<file path="src/rtl/uart_rx_pkg.sv">
package uart_rx_pkg;
  typedef enum logic [2:0] {
    ST_HUNT,
    ST_START,
    ST_DATA,
    ST_PAR,
    ST_STOP
  } rx_state_e;

  typedef struct packed {
    logic noise;
    logic framing;
    logic parity;
  } rx_err_t;

  localparam int CLR_IDLE  = 0;
  localparam int CLR_OVR   = 1;
  localparam int CLR_NOISE = 2;
  localparam int CLR_FRAME = 3;
  localparam int CLR_PAR   = 4;
  localparam int CLR_W     = 5;
endpackage

</file>
<file path="src/rtl/uart_rx_sync.sv">
module uart_rx_sync #(
  parameter int STAGES = 2
) (
  input  logic clk,
  input  logic rst_n,
  input  logic d,
  output logic q
);
  logic [STAGES-1:0] sr_q;
  logic [STAGES-1:0] sr_d;

  always_comb sr_d = {sr_q[STAGES-2:0], d};

  always_ff @(posedge clk or negedge rst_n) begin
    if (!rst_n) sr_q <= '1;
    else        sr_q <= sr_d;
  end

  assign q = sr_q[STAGES-1];
endmodule

</file>
<file path="src/rtl/uart_rx_voter.sv">
module uart_rx_voter #(
  parameter int OVS = 16,
  localparam int PW = $clog2(OVS)
) (
  input  logic          clk,
  input  logic          rst_n,
  input  logic          en,
  input  logic [PW-1:0] ph,
  input  logic          rx,
  output logic          maj,
  output logic          dis
);
  localparam int MID = OVS / 2;
  localparam int V0  = MID - 1;

  logic s0_q, s0_d, s1_q, s1_d;

  always_comb begin
    s0_d = s0_q;
    s1_d = s1_q;
    if (en && ph == PW'(V0))  s0_d = rx;
    if (en && ph == PW'(MID)) s1_d = rx;
  end

  always_ff @(posedge clk or negedge rst_n) begin
    if (!rst_n) begin
      s0_q <= 1'b1;
      s1_q <= 1'b1;
    end else begin
      s0_q <= s0_d;
      s1_q <= s1_d;
    end
  end

  // third vote is the live sample
  assign maj = (s0_q & s1_q) | (s0_q & rx) | (s1_q & rx);
  assign dis = !((s0_q == s1_q) && (s1_q == rx));
endmodule

</file>
<file path="src/rtl/uart_rx_idle.sv">
module uart_rx_idle #(
  parameter int CW = 8
) (
  input  logic          clk,
  input  logic          rst_n,
  input  logic          tick,
  input  logic          rx,
  input  logic          hold,
  input  logic [CW-1:0] target,
  output logic          det
);
  logic [CW-1:0] cnt_q, cnt_d;

  always_comb begin
    cnt_d = cnt_q;
    det   = 1'b0;
    if (tick) begin
      if (!rx || hold) begin
        cnt_d = '0;
      end else if (cnt_q < target) begin
        cnt_d = cnt_q + CW'(1);
        det   = (cnt_q + CW'(1)) == target;
      end
    end
  end

  always_ff @(posedge clk or negedge rst_n) begin
    if (!rst_n) cnt_q <= '0;
    else        cnt_q <= cnt_d;
  end
endmodule

</file>
<file path="src/rtl/uart_rx_frame.sv">
module uart_rx_frame
  import uart_rx_pkg::*;
#(
  parameter int OVS = 16,
  parameter int DW  = 9
) (
  input  logic          clk,
  input  logic          rst_n,
  input  logic          tick,
  input  logic          rx,
  input  logic          nine,
  input  logic          par_en,
  input  logic          par_odd,
  output logic          start_p,
  output logic          done_p,
  output logic          in_frame,
  output logic [DW-1:0] dout,
  output rx_err_t       err
);
  localparam int PW  = $clog2(OVS);
  localparam int BW  = $clog2(DW);
  localparam int MID = OVS / 2;
  localparam int V2  = MID + 1;

  rx_state_e     st_q, st_d;
  logic [PW-1:0] ph_q, ph_d;
  logic [BW-1:0] bidx_q, bidx_d, last;
  logic [DW-1:0] sh_q, sh_d, dout_d;
  logic          nacc_q, nacc_d, pbit_q, pbit_d, done_d;
  rx_err_t       err_d;
  logic          maj, dis;

  uart_rx_voter #(.OVS(OVS)) u_vote (
    .clk  (clk),
    .rst_n(rst_n),
    .en   (tick && st_q != ST_HUNT),
    .ph   (ph_q),
    .rx   (rx),
    .maj  (maj),
    .dis  (dis)
  );

  assign last     = nine ? BW'(DW - 1) : BW'(DW - 2);
  assign start_p  = tick && (st_q == ST_HUNT) && !rx;
  assign in_frame = st_q != ST_HUNT;

  always_comb begin
    st_d   = st_q;
    ph_d   = ph_q;
    bidx_d = bidx_q;
    sh_d   = sh_q;
    nacc_d = nacc_q;
    pbit_d = pbit_q;
    done_d = 1'b0;
    dout_d = dout;
    err_d  = err;
    if (tick) begin
      if (st_q == ST_HUNT) begin
        if (!rx) begin
          st_d   = ST_START;
          ph_d   = PW'(1);
          sh_d   = '0;
          nacc_d = 1'b0;
        end
      end else begin
        ph_d = ph_q + 1'b1;
        if (ph_q == PW'(V2)) begin
          case (st_q)
            ST_START: begin
              if (maj) st_d = ST_HUNT;     // false start
              else     nacc_d = dis;
            end
            ST_DATA: begin
              sh_d[bidx_q] = maj;
              nacc_d       = nacc_q | dis;
            end
            ST_PAR: begin
              pbit_d = maj;
              nacc_d = nacc_q | dis;
            end
            ST_STOP: begin
              done_d        = 1'b1;
              dout_d        = sh_q;
              err_d.noise   = nacc_q | dis;
              err_d.framing = !maj;
              err_d.parity  = par_en & ((^sh_q) ^ pbit_q ^ par_odd);
              st_d          = ST_HUNT;
            end
            default: ;
          endcase
        end
        if (ph_q == PW'(OVS - 1)) begin
          case (st_q)
            ST_START: begin
              st_d   = ST_DATA;
              bidx_d = '0;
            end
            ST_DATA: begin
              if (bidx_q == last) st_d = par_en ? ST_PAR : ST_STOP;
              else                bidx_d = bidx_q + 1'b1;
            end
            ST_PAR:  st_d = ST_STOP;
            default: ;
          endcase
        end
      end
    end
  end

  always_ff @(posedge clk or negedge rst_n) begin
    if (!rst_n) begin
      st_q   <= ST_HUNT;
      ph_q   <= '0;
      bidx_q <= '0;
      sh_q   <= '0;
      nacc_q <= 1'b0;
      pbit_q <= 1'b0;
      done_p <= 1'b0;
      dout   <= '0;
      err    <= '0;
    end else begin
      st_q   <= st_d;
      ph_q   <= ph_d;
      bidx_q <= bidx_d;
      sh_q   <= sh_d;
      nacc_q <= nacc_d;
      pbit_q <= pbit_d;
      done_p <= done_d;
      dout   <= dout_d;
      err    <= err_d;
    end
  end
endmodule

</file>
<file path="src/rtl/uart_rx_status.sv">
module uart_rx_status
  import uart_rx_pkg::*;
#(
  parameter int OVS  = 16,
  parameter int DW   = 9,
  parameter int SYNC = 2
) (
  input  logic              clk,
  input  logic              rst_n,
  input  logic              tick_i,
  input  logic              rxd_i,
  input  logic              nine_bit_i,
  input  logic              par_en_i,
  input  logic              par_odd_i,
  input  logic              idle_sel_i,
  input  logic              wake_i,
  input  logic              rd_i,
  input  logic [CLR_W-1:0]  clr_i,
  output logic [DW-1:0]     data_o,
  output logic              full_o,
  output logic              active_o,
  output logic              idle_o,
  output logic              ovr_o,
  output logic              noise_o,
  output logic              frame_o,
  output logic              par_o
);
  localparam int CW = $clog2(OVS * (DW + 3) + 1);

  // reset: asserted at once, released on the clock
  logic [1:0] rst_q;
  logic       rst_core_n;

  always_ff @(posedge clk or negedge rst_n) begin
    if (!rst_n) rst_q <= 2'b00;
    else        rst_q <= {rst_q[0], 1'b1};
  end
  assign rst_core_n = rst_q[1];

  logic          rx_s, start_p, done_p, in_frame, idle_det;
  logic [DW-1:0] fr_data;
  rx_err_t       fr_err;
  logic [CW-1:0] target;

  uart_rx_sync #(.STAGES(SYNC)) u_sync (
    .clk  (clk),
    .rst_n(rst_core_n),
    .d    (rxd_i),
    .q    (rx_s)
  );

  uart_rx_frame #(.OVS(OVS), .DW(DW)) u_frame (
    .clk     (clk),
    .rst_n   (rst_core_n),
    .tick    (tick_i),
    .rx      (rx_s),
    .nine    (nine_bit_i),
    .par_en  (par_en_i),
    .par_odd (par_odd_i),
    .start_p (start_p),
    .done_p  (done_p),
    .in_frame(in_frame),
    .dout    (fr_data),
    .err     (fr_err)
  );

  always_comb
    target = CW'((DW + 1 + (nine_bit_i ? 1 : 0) + (par_en_i ? 1 : 0)) * OVS);

  uart_rx_idle #(.CW(CW)) u_idle (
    .clk   (clk),
    .rst_n (rst_core_n),
    .tick  (tick_i),
    .rx    (rx_s),
    .hold  (idle_sel_i && in_frame),
    .target(target),
    .det   (idle_det)
  );

  // status registers
  logic [DW-1:0] data_q, data_d;
  logic full_q, full_d, ovr_q, ovr_d, noise_q, noise_d, frm_q, frm_d;
  logic par_q, par_d, idle_q, idle_d, act_q, act_d, arm_q, arm_d;
  logic xfer, ovr_set, idle_set;

  assign xfer     = done_p && !ovr_q && !full_q;
  assign ovr_set  = done_p && !ovr_q && full_q;
  assign idle_set = idle_det && arm_q && !wake_i;

  always_comb begin
    data_d  = xfer ? fr_data : data_q;
    full_d  = (full_q && !rd_i) || xfer;
    ovr_d   = (ovr_q && !clr_i[CLR_OVR]) || ovr_set;
    noise_d = (noise_q && !clr_i[CLR_NOISE]) || (xfer && fr_err.noise);
    frm_d   = (frm_q && !clr_i[CLR_FRAME]) || (xfer && fr_err.framing);
    par_d   = (par_q && !clr_i[CLR_PAR]) || (xfer && fr_err.parity);
    idle_d  = (idle_q && !clr_i[CLR_IDLE]) || idle_set;
    arm_d   = xfer || (arm_q && !idle_set);
    act_d   = start_p || (act_q && !idle_det);
  end

  always_ff @(posedge clk or negedge rst_core_n) begin
    if (!rst_core_n) begin
      data_q  <= '0;
      full_q  <= 1'b0;
      ovr_q   <= 1'b0;
      noise_q <= 1'b0;
      frm_q   <= 1'b0;
      par_q   <= 1'b0;
      idle_q  <= 1'b0;
      arm_q   <= 1'b0;
      act_q   <= 1'b0;
    end else begin
      data_q  <= data_d;
      full_q  <= full_d;
      ovr_q   <= ovr_d;
      noise_q <= noise_d;
      frm_q   <= frm_d;
      par_q   <= par_d;
      idle_q  <= idle_d;
      arm_q   <= arm_d;
      act_q   <= act_d;
    end
  end

  assign data_o   = data_q;
  assign full_o   = full_q;
  assign active_o = act_q;
  assign idle_o   = idle_q;
  assign ovr_o    = ovr_q;
  assign noise_o  = noise_q;
  assign frame_o  = frm_q;
  assign par_o    = par_q;
endmodule

</file>
<file path="config.mk">
export PLATFORM = sky130hd
export DESIGN_NAME = uart_rx_status
export DESIGN_NICKNAME = d
export VERILOG_FILES = /design/src/rtl/uart_rx_pkg.sv /design/src/rtl/uart_rx_sync.sv /design/src/rtl/uart_rx_voter.sv /design/src/rtl/uart_rx_idle.sv /design/src/rtl/uart_rx_frame.sv /design/src/rtl/uart_rx_status.sv
export SDC_FILE = /design/constraint.sdc
export NUM_CORES = 1
export LEC_CHECK = 0
export BUFFER_PORTS_ARGS = -buffer_cell sky130_fd_sc_hd__buf_2
export CAP_MARGIN = 10
export CORE_UTILIZATION = 50
export CTS_CLUSTER_DIAMETER = 100
export DETAILED_ROUTE_END_ITERATION = 6
export PLACE_DENSITY = 0.75
export SLEW_MARGIN = 20
export SYNTH_ARGS = -nofsm -noshare
export SYNTH_HDL_FRONTEND = slang
export SYNTH_SLANG_ARGS = --single-unit
export TNS_END_PERCENT = 1
</file>
<file path="constraint.sdc">
create_clock -name clk -period 2.4 [get_ports clk]
set_clock_uncertainty 0.05 [all_clocks]
set_input_delay 0.24 -clock clk [delete_from_list [all_inputs] [get_ports clk]]
set_output_delay 0.24 -clock clk [all_outputs]
set_load 0.03 [all_outputs]
</file>
Yosys cells after proc, flatten, opt, wreduce, memory -nomap -nowiden --
Cells that the tools add are included.
Storage, ports and cells: word-level logic and storage cells 158, flip-flop bits (word level) 66, output and inout bits 16, input port bits 15
Cells by class: eq/ne operators 15, $add $sub $neg 5, reductions and logical operators 63, magnitude comparators 3, muxes and demuxes 37, bitwise operators 10
Operators with widths (count):
- $mux W9 | 4
- $logic_and A1 B1 Y1 | 24
- $mux W3 | 7
- $mux W4 | 4
- $mux W8 | 2
- $logic_not A1 Y1 | 14
- $mux W1 | 14
- $eq A4 B4 Y1 const B | 3
- $reduce_and A4 Y1 | 3
- $reduce_and A5 Y1 | 2
- $bwmux W9 | 1
- $logic_or A1 B1 Y1 | 9
- $pmux W3 S3 | 1
- $reduce_xor A9 Y1 | 1
- $add A4 B1 Y4 const B | 2
- $add A8 B1 Y8 const B | 1
- $eq A8 B8 Y1 | 1
- $lt A8 B8 Y1 | 1
- $pmux W4 S2 | 1
- $reduce_bool A2 Y1 | 4
- $eq A3 B2 Y1 const B | 2
- $pmux W3 S2 | 1
- $reduce_bool A3 Y1 | 2
- $lt A4 B5 Y1 const B | 1
- other kinds (19) | 28

Longest topological paths before layout --
Gate-level depths: netlist (run 1).
depth after elaboration 12, mapped depth 8, mapped depth without buffers 7

Modules after synthesis --
From an unflattened synthesis (run 1), not the netlist that was laid out.
Unflattened totals: cell total of the unflattened synthesis 372, area total of the unflattened synthesis 3817.4 sq um
Modules (own cells, without submodules):
- uart_rx_frame | times used 1, area each 1938.1 sq um, cells each 195
- uart_rx_idle | times used 1, area each 913.4 sq um, cells each 111
- uart_rx_status | times used 1, area each 763.2 sq um, cells each 52
- uart_rx_voter | times used 1, area each 150.1 sq um, cells each 12
- uart_rx_sync | times used 1, area each 52.6 sq um, cells each 2

Worst setup path before layout (run 1) --
OpenSTA, ideal clock, no wires.
path kind flip-flop to flip-flop, from register u_frame.st_q[1], to register u_idle.cnt_q[6], arrival time 1.779 ns, buffers on the path 2, stages on the path, launching flop included 8, required time 2.229 ns, path slack 0.450 ns, clock period less this slack 1.950 ns, path through dfrtp_1 > or3_1 > clkbuf_2 > a21o_1 > o31ai_2 > buf_4 > o21ai_0 > a22o_1
Between the ends: word-level cells in the longest chain between the ends 5
RTL lines:
- start: declaration | RTL line uart_rx_frame.sv:25 | rx_state_e st_q, st_d;
- start signal: assignment | RTL line uart_rx_frame.sv:122 | st_q <= st_d;
- $reduce_bool A3 Y1 (*) | RTL line uart_rx_frame.sv:45 | assign in_frame = st_q != ST_HUNT;
- $logic_and A1 B1 Y1 (*) | RTL line uart_rx_status.sv:75 | .hold (idle_sel_i && in_frame),
- $logic_or A1 B1 Y1 (*) | RTL line uart_rx_idle.sv:18 | if (!rx || hold) begin
- $reduce_bool A2 Y1 (no source line)
- $reduce_and A2 Y1 (no source line)
- end signal: assignment | RTL line uart_rx_idle.sv:29 | else cnt_q <= cnt_d;
- end: declaration | RTL line uart_rx_idle.sv:12 | logic [CW-1:0] cnt_q, cnt_d;
Every way passes the cells marked *; elsewhere a longest branch is shown, timed or not. A chain may end at the register's enable or synchronous reset.

Worst setup path in the final report (run 1) --
from register u_frame.ph_q[1], to register u_frame.sh_q[7]
Between the ends: word-level cells in the longest chain between the ends 3
RTL lines:
- start: declaration | RTL line uart_rx_frame.sv:26 | logic [PW-1:0] ph_q, ph_d;
- start signal: assignment | RTL line uart_rx_frame.sv:123 | ph_q <= ph_d;
- $eq A4 B4 Y1 | RTL line uart_rx_frame.sv:67 | if (ph_q == PW'(V2)) begin
- $reduce_bool A2 Y1 (no source line)
- $reduce_and A4 Y1 (no source line)
- end signal: assignment | RTL line uart_rx_frame.sv:115 | sh_q <= '0;
- end signal: assignment | RTL line uart_rx_frame.sv:125 | sh_q <= sh_d;
- end: declaration | RTL line uart_rx_frame.sv:28 | logic [DW-1:0] sh_q, sh_d, dout_d;
No other way between the ends.

==> results by group, run 1 <==
Run status
  – Status: finished, violations left
  – Failing checks: design-rule violations

Global routing
  – Gr usage total: 21.44%
  – Global-route wire length before repair: ~12,000 um
  – Met2 Track Usage GR: between 30% and 40%
  – M3 GR Usage: under 10%
  – Grt ovf: 0
  – Met1 GRT Util: roughly 29%
  – Pin count of the biggest net entering global routing: 65
  – Vias in the first global route: around 2,500
  – Most Crowded Layer GR: met2
  – Initial antenna violation count: 0

Floorplan
  – Row count: 29
  – Floorplan core area: roughly 6500 um^2
  – Die ar.: roughly 7000 um^2
  – # IOs: 31
  – Initial Util: between 50 and 60%
  – Die X: around 85 um
  – Die extent in y: approximately 85 um

STA
  – Max transition margin: 47.50%
  – Final period util: around nine tenths
  – RSZ-0062 raised after global routing: no
  – Hold Fails Final Rpt: 0
  – Setup Viol. Count Final: 0
  – Worst-Margin Slew: 0.7875 ns
  – Highest clock rate: around 0.45 GHz
  – Crit path time final: about 2.2 ns
  – Fin Setup TNS: 0 ns
  – Max Slew Vio Count: 0

Layout
  – Multi-input logic area: 1669 um^2
  – Highest-count cells in the layout ignoring fill and taps: 61 x dfrtp_1, 30 x o21ai_0, 30 x buf_2, 21 x mux2_2, 19 x nand2_1
  – Layout cells sized above 1: just under 30%
  – Antenna cells: 0
  – Number of fill cells in the layout: about 520
  – Final std cell area, no fill: around 4000 um^2
  – Core Util, Final: ~61%
  – Commonest non-fill, non-tap cell in the layout: dfrtp_1
  – Final non-filler cell total: approximately 440
  – Reg area: about 1700 um^2
  – Total Nets Final: ~400
  – Area Overhead vs Synth: 16.16%

Detailed routing
  – Wire per inst: 15.87 um
  – Post-Route WL: 7032 um
  – Residual DRC count: 3
  – TritonRoute pass-1 iters: 6
  – Final ANT Viol Nets: 0
  – Via count: 2,584
  – DR iter-0 viols: 123
  – Vias per inst: between 5 and 6

Worst setup path
  – CP Launch Type: flip-flop
  – Critical path arrival: between 2 and 2.5 ns
  – Crit path cell chain: inv_1 -> ha_1 -> nand3b_1 -> mux2i_1 -> nand3_1 -> buf_4 -> nor4b_2 -> a21bo_2
  – Setup crit end kind: flip-flop
  – Critical path fanouts, max: 10
  – Setup CP Type: reg2reg
  – CP max stage cell: nor4b_2
  – Critical path's largest stage delay: approximately 0.44 ns
  – WP data required: approximately 2.6 ns

Pwr
  – Max VDD drop: ~0.37 mV
  – Power density over cell area: about 750 nW/um^2
  – Static leakage: around 0.0019 uW

Synthesis
  – Count of different cell masters after synthesis: 56
  – Synth Instances: approximately 320
  – Number of synthesized flops with an enable pin: 0
  – Synth async-reset ratio: 100.0%
  – Seq/Total Area, Yosys: 48.18%
  – Ys flop type: dfrtp_1
  – Syn avg cell area: between 10 and 15 um^2
  – Syn. warnings: 0
  – Seq cells post-synth: 66
  – Cell Area, Synth: 3438 um^2
  – Syn nets: between 300 and 400

Clock network
  – Clock slew at reported path FFs: 0.07 ns
  – TritonCTS Buffers: 9
  – Clk_lat worst skew: 0.35 ns
  – Post-CTS Setup Bufs: 0
  – Clk buf depth: 2
  – Root Buffer: clkbuf_8
  – H-tree lvl count: 3
  – CTS tree: built
  – Clock sink total: 66

Job
  – MaxCap Viol Count: 0

Placement
  – Placed Instances: approximately 430
  – Detail Placement HPWL: 4834 um
  – Port-buffer cells: 30
  – Placed cell area: 3731 um^2
  – Gpl congestion: 0.8519

Hold path
  – Hold WC Path Type: in2reg
registers in the layout, indices dropped and copies added (netlist names):
signal	cells
frame_o	1
par_o	1
u_frame.u_vote.s1_q	1
u_sync.sr_q	2
full_o	1
idle_o	1
u_frame.dout	9
rst_q	2
arm_q	1
u_frame.err	3
noise_o	1
u_frame.ph_q	4
u_frame.u_vote.s0_q	1
u_frame.bidx_q	4
u_frame.nacc_q	1
active_o	1
u_frame.sh_q	9
u_frame.done_p	1
u_frame.pbit_q	1
data_o	9
ovr_o	1
u_idle.cnt_q	8
u_frame.st_q	3
worst paths after layout:
kind | from | to | slack, ns | cells after the start
worst min-delay path | clr_i[1] | ovr_o | 0.008 | 2
worst max-delay path | u_frame.ph_q[1] | u_frame.sh_q[7] | 0.20 | 8
worst min register to register | u_sync.sr_q[0] | u_sync.sr_q[1] | 0.31 | 0
worst max register to register | u_frame.ph_q[1] | u_frame.sh_q[7] | 0.20 | 8
max in group asynchronous | rst_q[1] | noise_o | 1.40 | 1
min in group asynchronous | rst_n | rst_q[1] | 0.16 | 2
cell usage after synthesis, drive strengths merged (3+ instances only):
cell type / n / area [um^2]
nand2: 19 / 71.32
a31oi: 5 / 31.28
a22o: 3 / 26.28
nand2b: 4 / 25.02
nand4: 5 / 31.28
or2: 4 / 25.02
dfrtp: 62 / 1551
nor4b: 4 / 56.30
xnor2: 14 / 122.6
ha: 13 / 162.7
mux2i: 4 / 40.04
a32o: 3 / 30.03
nor2b: 4 / 25.02
buf: 5 / 26.27
o31ai: 5 / 42.54
o21ai: 30 / 150.1
nor3b: 3 / 22.52
dfstp: 4 / 105.1
a21bo: 8 / 80.08
and3: 4 / 27.52
mux2: 21 / 236.5
nor2: 12 / 45.04
a211oi: 4 / 30.03
nand3: 9 / 50.05
a21oi: 12 / 60.06
inv: 16 / 60.06
nor3: 4 / 20.02
clkbuf: 8 / 31.28
a21o: 3 / 22.52
xor2: 5 / 43.79
power breakdown:
| part | switching, uW | internal [uW] | total, uW |
|---|---|---|---|
| Sequential | 114 | 1210 | 1320 |
| Clock | 440 | 694 | 1130 |
| Combinational | 306 | 241 | 547 |
area by class of cell:
cell class	instances	area share [%]
clock inverters	6	2.882
repair buffers	45	6.704
multi-input cells	223	41.79
clock buffers	10	3.195
inverters	16	1.504
well taps	77	2.412
flip-flops and latches	66	41.51
per-layer routing:
metal,vias to the layer above,wire [um]
met4,0,125
met5,-,0
met2,56,3321
met1,1281,3335
li1,1235,-
met3,12,249
kinds of logic after synthesis:
| family | after synthesis | synth area share [%] |
|---|---|---|
| flip-flops | 66 | 48.18 |
| AO/OA/AOI/OAI | 84 | 17.07 |
| XOR/XNOR | 19 | 4.840 |
| AND/OR/NAND/NOR | 81 | 13.61 |
| multiplexers | 25 | 8.042 |
| adder cells (fa/ha/maj) | 13 | 4.731 |
| other | 1 | 0.1091 |
| buffers and inverters | 29 | 3.421 |
per-stage QoR:
| step | power (uW) | hold WS [ns] | setup WS (ns) |
|---|---|---|---|
| floorplan | 1727 | -0.1056 | 0.3831 |
| global placement | 1863 | -0.02459 | 0.2890 |
| detailed placement | 1883 | -0.02381 | 0.1743 |
| CTS | 3023 | 0.0006335 | 0.2122 |
| global route | 3162 | 0.01300 | 0.07768 |
| finish | 3005 | 0.008346 | 0.1982 |
timing repair:
item / 4_1_cts / 5_1_grt
hold buffers: 2 / 0
endpoints found under the hold margin: 3 / 0
setup endpoints to repair: 0 / 0
gates resized for setup: 0 / 0
worst max-delay path, delay by kind of cell, from the launching register on:
family                     cells  cell delay, ns
and+or+nand+nor                3            0.75
DFF                            1            0.41
buffers and inverters          2            0.29
muxes                          1            0.26
AOI/OAI and AO/OA              1            0.21
adders and majority gates      1            0.18
Power figures use the tool's default switching activity.
==> inputs of run 2 (changes only) <==
--- a/config.mk
+++ b/config.mk
@@ -5,11 +5,13 @@
 export SDC_FILE = /design/constraint.sdc
 export NUM_CORES = 1
 export LEC_CHECK = 0
+export ABC_CLOCK_PERIOD_IN_PS = 2400
 export BUFFER_PORTS_ARGS = -buffer_cell sky130_fd_sc_hd__buf_2
 export CAP_MARGIN = 10
 export CORE_UTILIZATION = 50
 export CTS_CLUSTER_DIAMETER = 100
 export DETAILED_ROUTE_END_ITERATION = 6
+export GPL_TIMING_DRIVEN = 0
 export PLACE_DENSITY = 0.75
 export SLEW_MARGIN = 20
 export SYNTH_ARGS = -nofsm -noshare
==> run 2 against run 1 <==
  * The run still ends with design-rule violations left
  * Sequential cell count unchanged
  * Critical endpoint is now u_frame.dout[6]
  * Worst setup slack worse by 0.072 ns
  * First-iteration DRC count up 5.7%
  * Critical path depth down 2
  * Highest routed layer unchanged
  * Combinational power up 2%
  * Worst hold slack better by 0.0024 ns
  * Via count down 2.3%
  * Core utilization about the same
==> results by group, run 2 (synthesis results as in run 1) <==
Run status
  – Status: finished, violations left
  – Failing checks: design-rule violations

Layout
  – Area Overhead vs Synth: 16.12%
  – Antenna cells: 0
  – Layout cells sized above 1: approximately 28%
  – Highest-count cells in the layout ignoring fill and taps: 61 x dfrtp_1, 32 x buf_2, 30 x o21ai_0, 21 x mux2_2, 19 x nand2_1
  – Commonest non-fill, non-tap cell in the layout: dfrtp_1
  – Total Nets Final: a little under 400
  – Final non-filler cell total: 445

Worst setup path
  – Critical path fanouts, max: 10
  – Setup CP Type: reg2reg
  – CP Launch Type: flip-flop
  – Critical path arrival: approximately 2.5 ns
  – WP data required: about 2.6 ns
  – Critical path's largest stage delay: about 0.53 ns
  – CP max stage cell: nor4b_4
  – Setup crit end kind: flip-flop
  – Crit path cell chain: clkbuf_1 -> nor2b_1 -> nand3_1 -> nor4b_4 -> clkbuf_4 -> mux2_2

Floorplan
  – # IOs: 31
  – Die X: 84.93 um
  – Die extent in y: 84.93 um
  – Initial Util: a little over half
  – Floorplan core area: 6495 um^2
  – Row count: 29
  – Die ar.: between 7000 and 8000 um^2

Clock network
  – Clock sink total: 66
  – Clock slew at reported path FFs: 0.07 ns
  – CTS tree: built
  – TritonCTS Buffers: 9
  – H-tree lvl count: 3
  – Clk buf depth: 2
  – Root Buffer: clkbuf_8
  – Clk_lat worst skew: roughly 0.35 ns
  – Post-CTS Setup Bufs: 0

Pwr
  – Max VDD drop: between 0.3 and 0.4 mV
  – Static leakage: approximately 0.0019 uW
  – Reg power frac: between 40 and 50%
  – Int Pwr: 2148 uW
  – Combinational power share: about a fifth
  – Switching Fraction: between 20 and 30%
  – Sw power: 862.2 uW
  – Power density over cell area: 753.9 nW/um^2
  – Clock power share: 37.9%
  – Tot Pwr: approximately 3000 uW

STA
  – Setup Viol. Count Final: 0
  – Highest clock rate: 0.4398 GHz
  – Max Slew Vio Count: 0
  – Crit path time final: 2.274 ns
  – Hold Fails Final Rpt: 0
  – Worst-Margin Slew: 1.050 ns
  – RSZ-0062 raised after global routing: no
  – Max transition margin: between 20% and 30%
  – Fin Setup TNS: 0 ns
  – Final period util: 94.74%

Global routing
  – Gr usage total: 20.79%
  – Vias in the first global route: between 2,000 and 2,500
  – Global-route wire length before repair: between 10,000 and 15,000 um
  – Grt ovf: 0
  – Pin count of the biggest net entering global routing: 37
  – Initial antenna violation count: 0

Placement
  – Placed Instances: about 430
  – Gpl congestion: between 0.9 and 1
  – Port-buffer cells: 30
  – Detail Placement HPWL: around 4800 um

Detailed routing
  – DR iter-0 viols: 130
  – Final ANT Viol Nets: 0
  – Vias per inst: around 5.7
  – Via count: roughly 2,500
  – Wire per inst: between 15 and 20 um
  – Post-Route WL: just under 7000 um
  – Residual DRC count: 3
  – TritonRoute pass-1 iters: 7

Hold path
  – Hold WC Path Type: in2reg

Job
  – MaxCap Viol Count: 0
## run 2: timing repair
action                                 CTS  global route
hold buffers                             3             0
gates resized for setup                  0             3
setup endpoints to repair                0            11
endpoints found under the hold margin    4             0
## run 2: area by class of cell
| cell class | count | area [um^2] |
|---|---|---|
| flip-flops and latches | 66 | 1660 |
| repair buffers | 34 | 200.2 |
| plain buffers | 13 | 60.06 |
| multi-input cells | 223 | 1674 |
| inverters | 16 | 60.06 |
| clock buffers | 10 | 127.6 |
| well taps | 77 | 96.34 |
| fillers | 543 | 2502 |
| clock inverters | 6 | 113.9 |
## run 2: final timing paths
path / start / to / slack (ns) / cells after the start
min in group asynchronous: rst_n / rst_q[1] / 0.15 / 2
max: u_frame.ph_q[2] / u_frame.dout[6] / 0.13 / 6
min: clr_i[2] / noise_o / 0.01 / 2
max reg2reg: u_frame.ph_q[2] / u_frame.dout[6] / 0.13 / 6
min reg2reg: rst_q[1] / data_o[1] / 0.20 / 0
max in group asynchronous: rst_q[1] / u_idle.cnt_q[7] / 1.58 / 1
## run 2: critical path, delay by kind of cell, from the launching register on
family | cells | cell delay, ns
buffers and inverters | 2 | 0.53
flip-flops | 1 | 0.36
multiplexers | 1 | 0.35
AND/OR/NAND/NOR | 3 | 0.87
## run 2: routing by layer
layer | part of all wire, % | GRT usage (%) | vias to the layer above
met5 | 0 | 0 | -
met4 | 1.8 | 8.320 | 0
met3 | 3.6 | 4.669 | 8
met2 | 46 | 32.82 | 48
met1 | 48 | 28.04 | 1230
li1 | - | - | 1239
## run 2: power groups by stage
stage               Combinational [uW]  Sequential [uW]  Clock, uW
global placement                   513             1330          0
CTS                                550             1310       1160
floorplan                          417             1310          0
global route                       623             1330       1200
finish                             560             1310       1140
detailed placement                 542             1330          0
## run 2: metrics by stage
stage / hold slack [ns] / worst slack (ns) / util (%) / area (um^2)
floorplan: -0.1056 / 0.3831 / - / 3438
global placement: -0.02509 / -0.3337 / 56.73 / 3685
detailed placement: -0.02121 / 0.02566 / 57.10 / 3709
CTS: 0.001248 / 0.04122 / 61.28 / 3980
global route: 0.01590 / 0.004488 / 61.47 / 3993
finish: 0.01073 / 0.1263 / 61.47 / 3993
==> inputs of run 3 (changes only) <==
--- a/config.mk
+++ b/config.mk
@@ -12,9 +12,10 @@
 export CTS_CLUSTER_DIAMETER = 100
 export DETAILED_ROUTE_END_ITERATION = 6
 export GPL_TIMING_DRIVEN = 0
-export PLACE_DENSITY = 0.75
+export PLACE_DENSITY = 0.74
 export SLEW_MARGIN = 20
 export SYNTH_ARGS = -nofsm -noshare
 export SYNTH_HDL_FRONTEND = slang
+export SYNTH_HIERARCHICAL = 1
 export SYNTH_SLANG_ARGS = --single-unit
 export TNS_END_PERCENT = 1
==> run 3 against run 2 <==
  * The flow now finishes without violations
  * Critical path type unchanged
  * Die area up 11%
  * Sequential cell count unchanged
  * Total power up 12%
  * Highest routed layer unchanged
  * Combinational power up 64%
  * Global-route usage up 1.4 points
==> results by group, run 3 <==
Detailed routing
  – DR iter-0 viols: around 220
  – Via count: between 2,000 and 3,000
  – Final ANT Viol Nets: 0
  – Vias per inst: 5.563
  – Residual DRC count: 0
  – Post-Route WL: 8185 um
  – Wire per inst: between 15 and 20 um
  – TritonRoute pass-1 iters: 4

Clock network
  – H-tree lvl count: 3
  – Clk buf depth: 2
  – TritonCTS Buffers: 9
  – Root Buffer: clkbuf_8
  – CTS tree: built
  – Clock sink total: 66
  – Clk_lat worst skew: 0.34 ns
  – Clock slew at reported path FFs: roughly 0.070 ns

Worst setup path
  – Setup CP Type: reg2reg
  – WP data required: about 2.6 ns
  – CP max stage cell: dfrtp_2
  – Critical path fanouts, max: 10
  – Setup crit end kind: flip-flop
  – CP Launch Type: flip-flop
  – Critical path's largest stage delay: approximately 0.47 ns
  – Critical path arrival: about 2.5 ns
  – Crit path cell chain: ha_1 -> a21o_1 -> a21oi_4 -> buf_4 -> nand4_1 -> a311oi_2 -> buf_4 -> inv_1 -> a21o_1

Synthesis
  – Post-synth top area cell: dfrtp_1
  – Synth async-reset ratio: 100.0%
  – Synth Instances: about 370
  – Seq/Total Area, Yosys: between 40% and 50%
  – Number of synthesized flops with an enable pin: 0
  – Ys flop type: dfrtp_1
  – Count of different cell masters after synthesis: 70
  – Commonest cells in the netlist: 62 x dfrtp_1, 37 x nand2_1, 28 x inv_1
  – Seq cells post-synth: 66
  – Synth top area cells: dfrtp_1 41%, ha_1 5.9%, mux2_2 3.8%
  – Count leader, synth: dfrtp_1
  – Top cell type's share of synthesized area: around two fifths
  – Syn avg cell area: between 10 and 15 um^2
  – Syn. warnings: 6
  – Cell Area, Synth: between 3000 and 4000 um^2

Global routing
  – Vias in the first global route: 2,866
  – Gr usage total: between 20% and 30%
  – Global-route wire length before repair: between 10,000 and 15,000 um
  – Initial antenna violation count: 0
  – Pin count of the biggest net entering global routing: 40
  – Grt ovf: 0

Layout
  – Reg area: 1668 um^2
  – Antenna cells: 0
  – Layout cells sized above 1: approximately 30%
  – Final non-filler cell total: roughly 540
  – Area Overhead vs Synth: 19.11%
  – Number of fill cells in the layout: a little under 600
  – Core Util, Final: between 60% and 70%
  – Commonest non-fill, non-tap cell in the layout: dfrtp_1
  – Highest-count cells in the layout ignoring fill and taps: 55 x dfrtp_1, 35 x nand2_1, 33 x buf_2, 27 x inv_1, 25 x o21ai_0
  – Final std cell area, no fill: between 4000 and 5000 um^2
  – Total Nets Final: 467
  – Multi-input logic area: roughly 2100 um^2

Run status
  – Status: finished clean

Job
  – MaxCap Viol Count: 0

Floorplan
  – Row count: 31
  – Floorplan core area: approximately 7300 um^2
  – # IOs: 31
  – Die ar.: around 8000 um^2
  – Initial Util: between 50% and 60%
  – Die X: about 89 um
  – Die extent in y: 89.38 um

Placement
  – Gpl congestion: between 0.8 and 0.9
  – Pre-CTS WS: -0.5714 ns
  – Placed cell area: about 4200 um^2
  – Placed Instances: 510
  – Detail Placement HPWL: between 5000 and 6000 um
  – Port-buffer cells: 30

Pwr
  – Sw power: approximately 1100 uW
  – Static leakage: 0.002263 uW
  – Power density over cell area: ~740 nW/um^2
  – Clock power share: around 31%
  – Combinational power share: roughly 27%
  – Max VDD drop: roughly 0.48 mV
  – Switching Fraction: between 30 and 40%
  – Reg power frac: 41.8%
  – Int Pwr: ~2300 uW

STA
  – Fin Setup TNS: 0 ns
  – Final period util: between 90 and 100%
  – Max Slew Vio Count: 0
  – Slack of the critical path: approximately 0.12 ns
  – Hold Fails Final Rpt: 0
  – Setup Viol. Count Final: 0
  – Crit path time final: around 2.3 ns
  – Highest clock rate: around 0.44 GHz

Hold path
  – Hold WC Path Type: in2reg
-- run 3: cell families after synthesis --
| logic type | Yosys count | share of synthesized area [%] |
|---|---|---|
| buffers and inverters | 42 | 5.146 |
| adders and majority gates | 18 | 5.900 |
| xor gates and xnor gates | 22 | 5.048 |
| muxes | 22 | 7.112 |
| other | 2 | 0.1967 |
| AOI/OAI and AO/OA | 90 | 15.73 |
| and+or+nand+nor | 110 | 17.47 |
| DFF | 66 | 43.40 |
-- run 3: power groups by stage --
stage          combinational, uW  clock, uW  sequential, uW
2_1_floorplan                578          0            1420
6_report                     917       1050            1410
3_5_place_dp                 772          0            1430
4_1_cts                      830       1080            1410
5_1_grt                     1010       1130            1430
3_3_place_gp                 732          0            1430
-- run 3: layout make-up --
class | instances | share of cell area, %
plain buffers | 12 | 2.064
clock buffers | 9 | 2.724
clock inverters | 7 | 2.201
inverters | 28 | 2.312
multi-input cells | 272 | 45.13
flip-flops and latches | 66 | 36.68
well taps | 99 | 2.724
repair buffers | 45 | 6.164
-- run 3: final timing paths --
kind	from	end	slack (ns)	depth (start not counted)
max	u_idle/cnt_q[6]	active_o	0.12	9
min reg2reg	rst_q[1]	u_frame/bidx_q[2]	0.20	0
max in group asynchronous	rst_q[1]	u_idle/cnt_q[6]	1.56	1
min	clr_i[0]	idle_o	0.03	2
max reg2reg	u_idle/cnt_q[6]	active_o	0.12	9
min in group asynchronous	rst_n	rst_q[1]	0.15	2
-- run 3: critical path, delay by kind of cell, from the launching register on --
family	cells	cell delay (ns)
and+or+nand+nor	1	0.14
DFF	1	0.47
AOI/OAI and AO/OA	4	0.80
buffers and inverters	3	0.40
adders and majority gates	1	0.32
-- run 3: metrics by stage --
step,hold WS (ns),total power [uW]
after global routing,0.01139,3572
after floorplan,-0.1056,1993
final,0.02825,3380
after CTS,0.01109,3317
after detailed placement,-0.02343,2203
after global placement,-0.02443,2167
-- run 3: repair_timing --
item                       CTS  global route
hold buffers                 2             0
hold endpoints to repair     3             0
buffers inserted             6             6
resized for setup           12            10
setup endpoints to repair    3             3
pin swaps                    4             4
-- run 3: routing by layer --
layer  track usage [%]  vias up  share of wire (%)
li1                  -     1447                  -
met1             29.90     1428                 46
met2             34.63      107                 46
met3             5.633       11                6.0
met4             8.514        0                1.7
met5                 0        -                  0
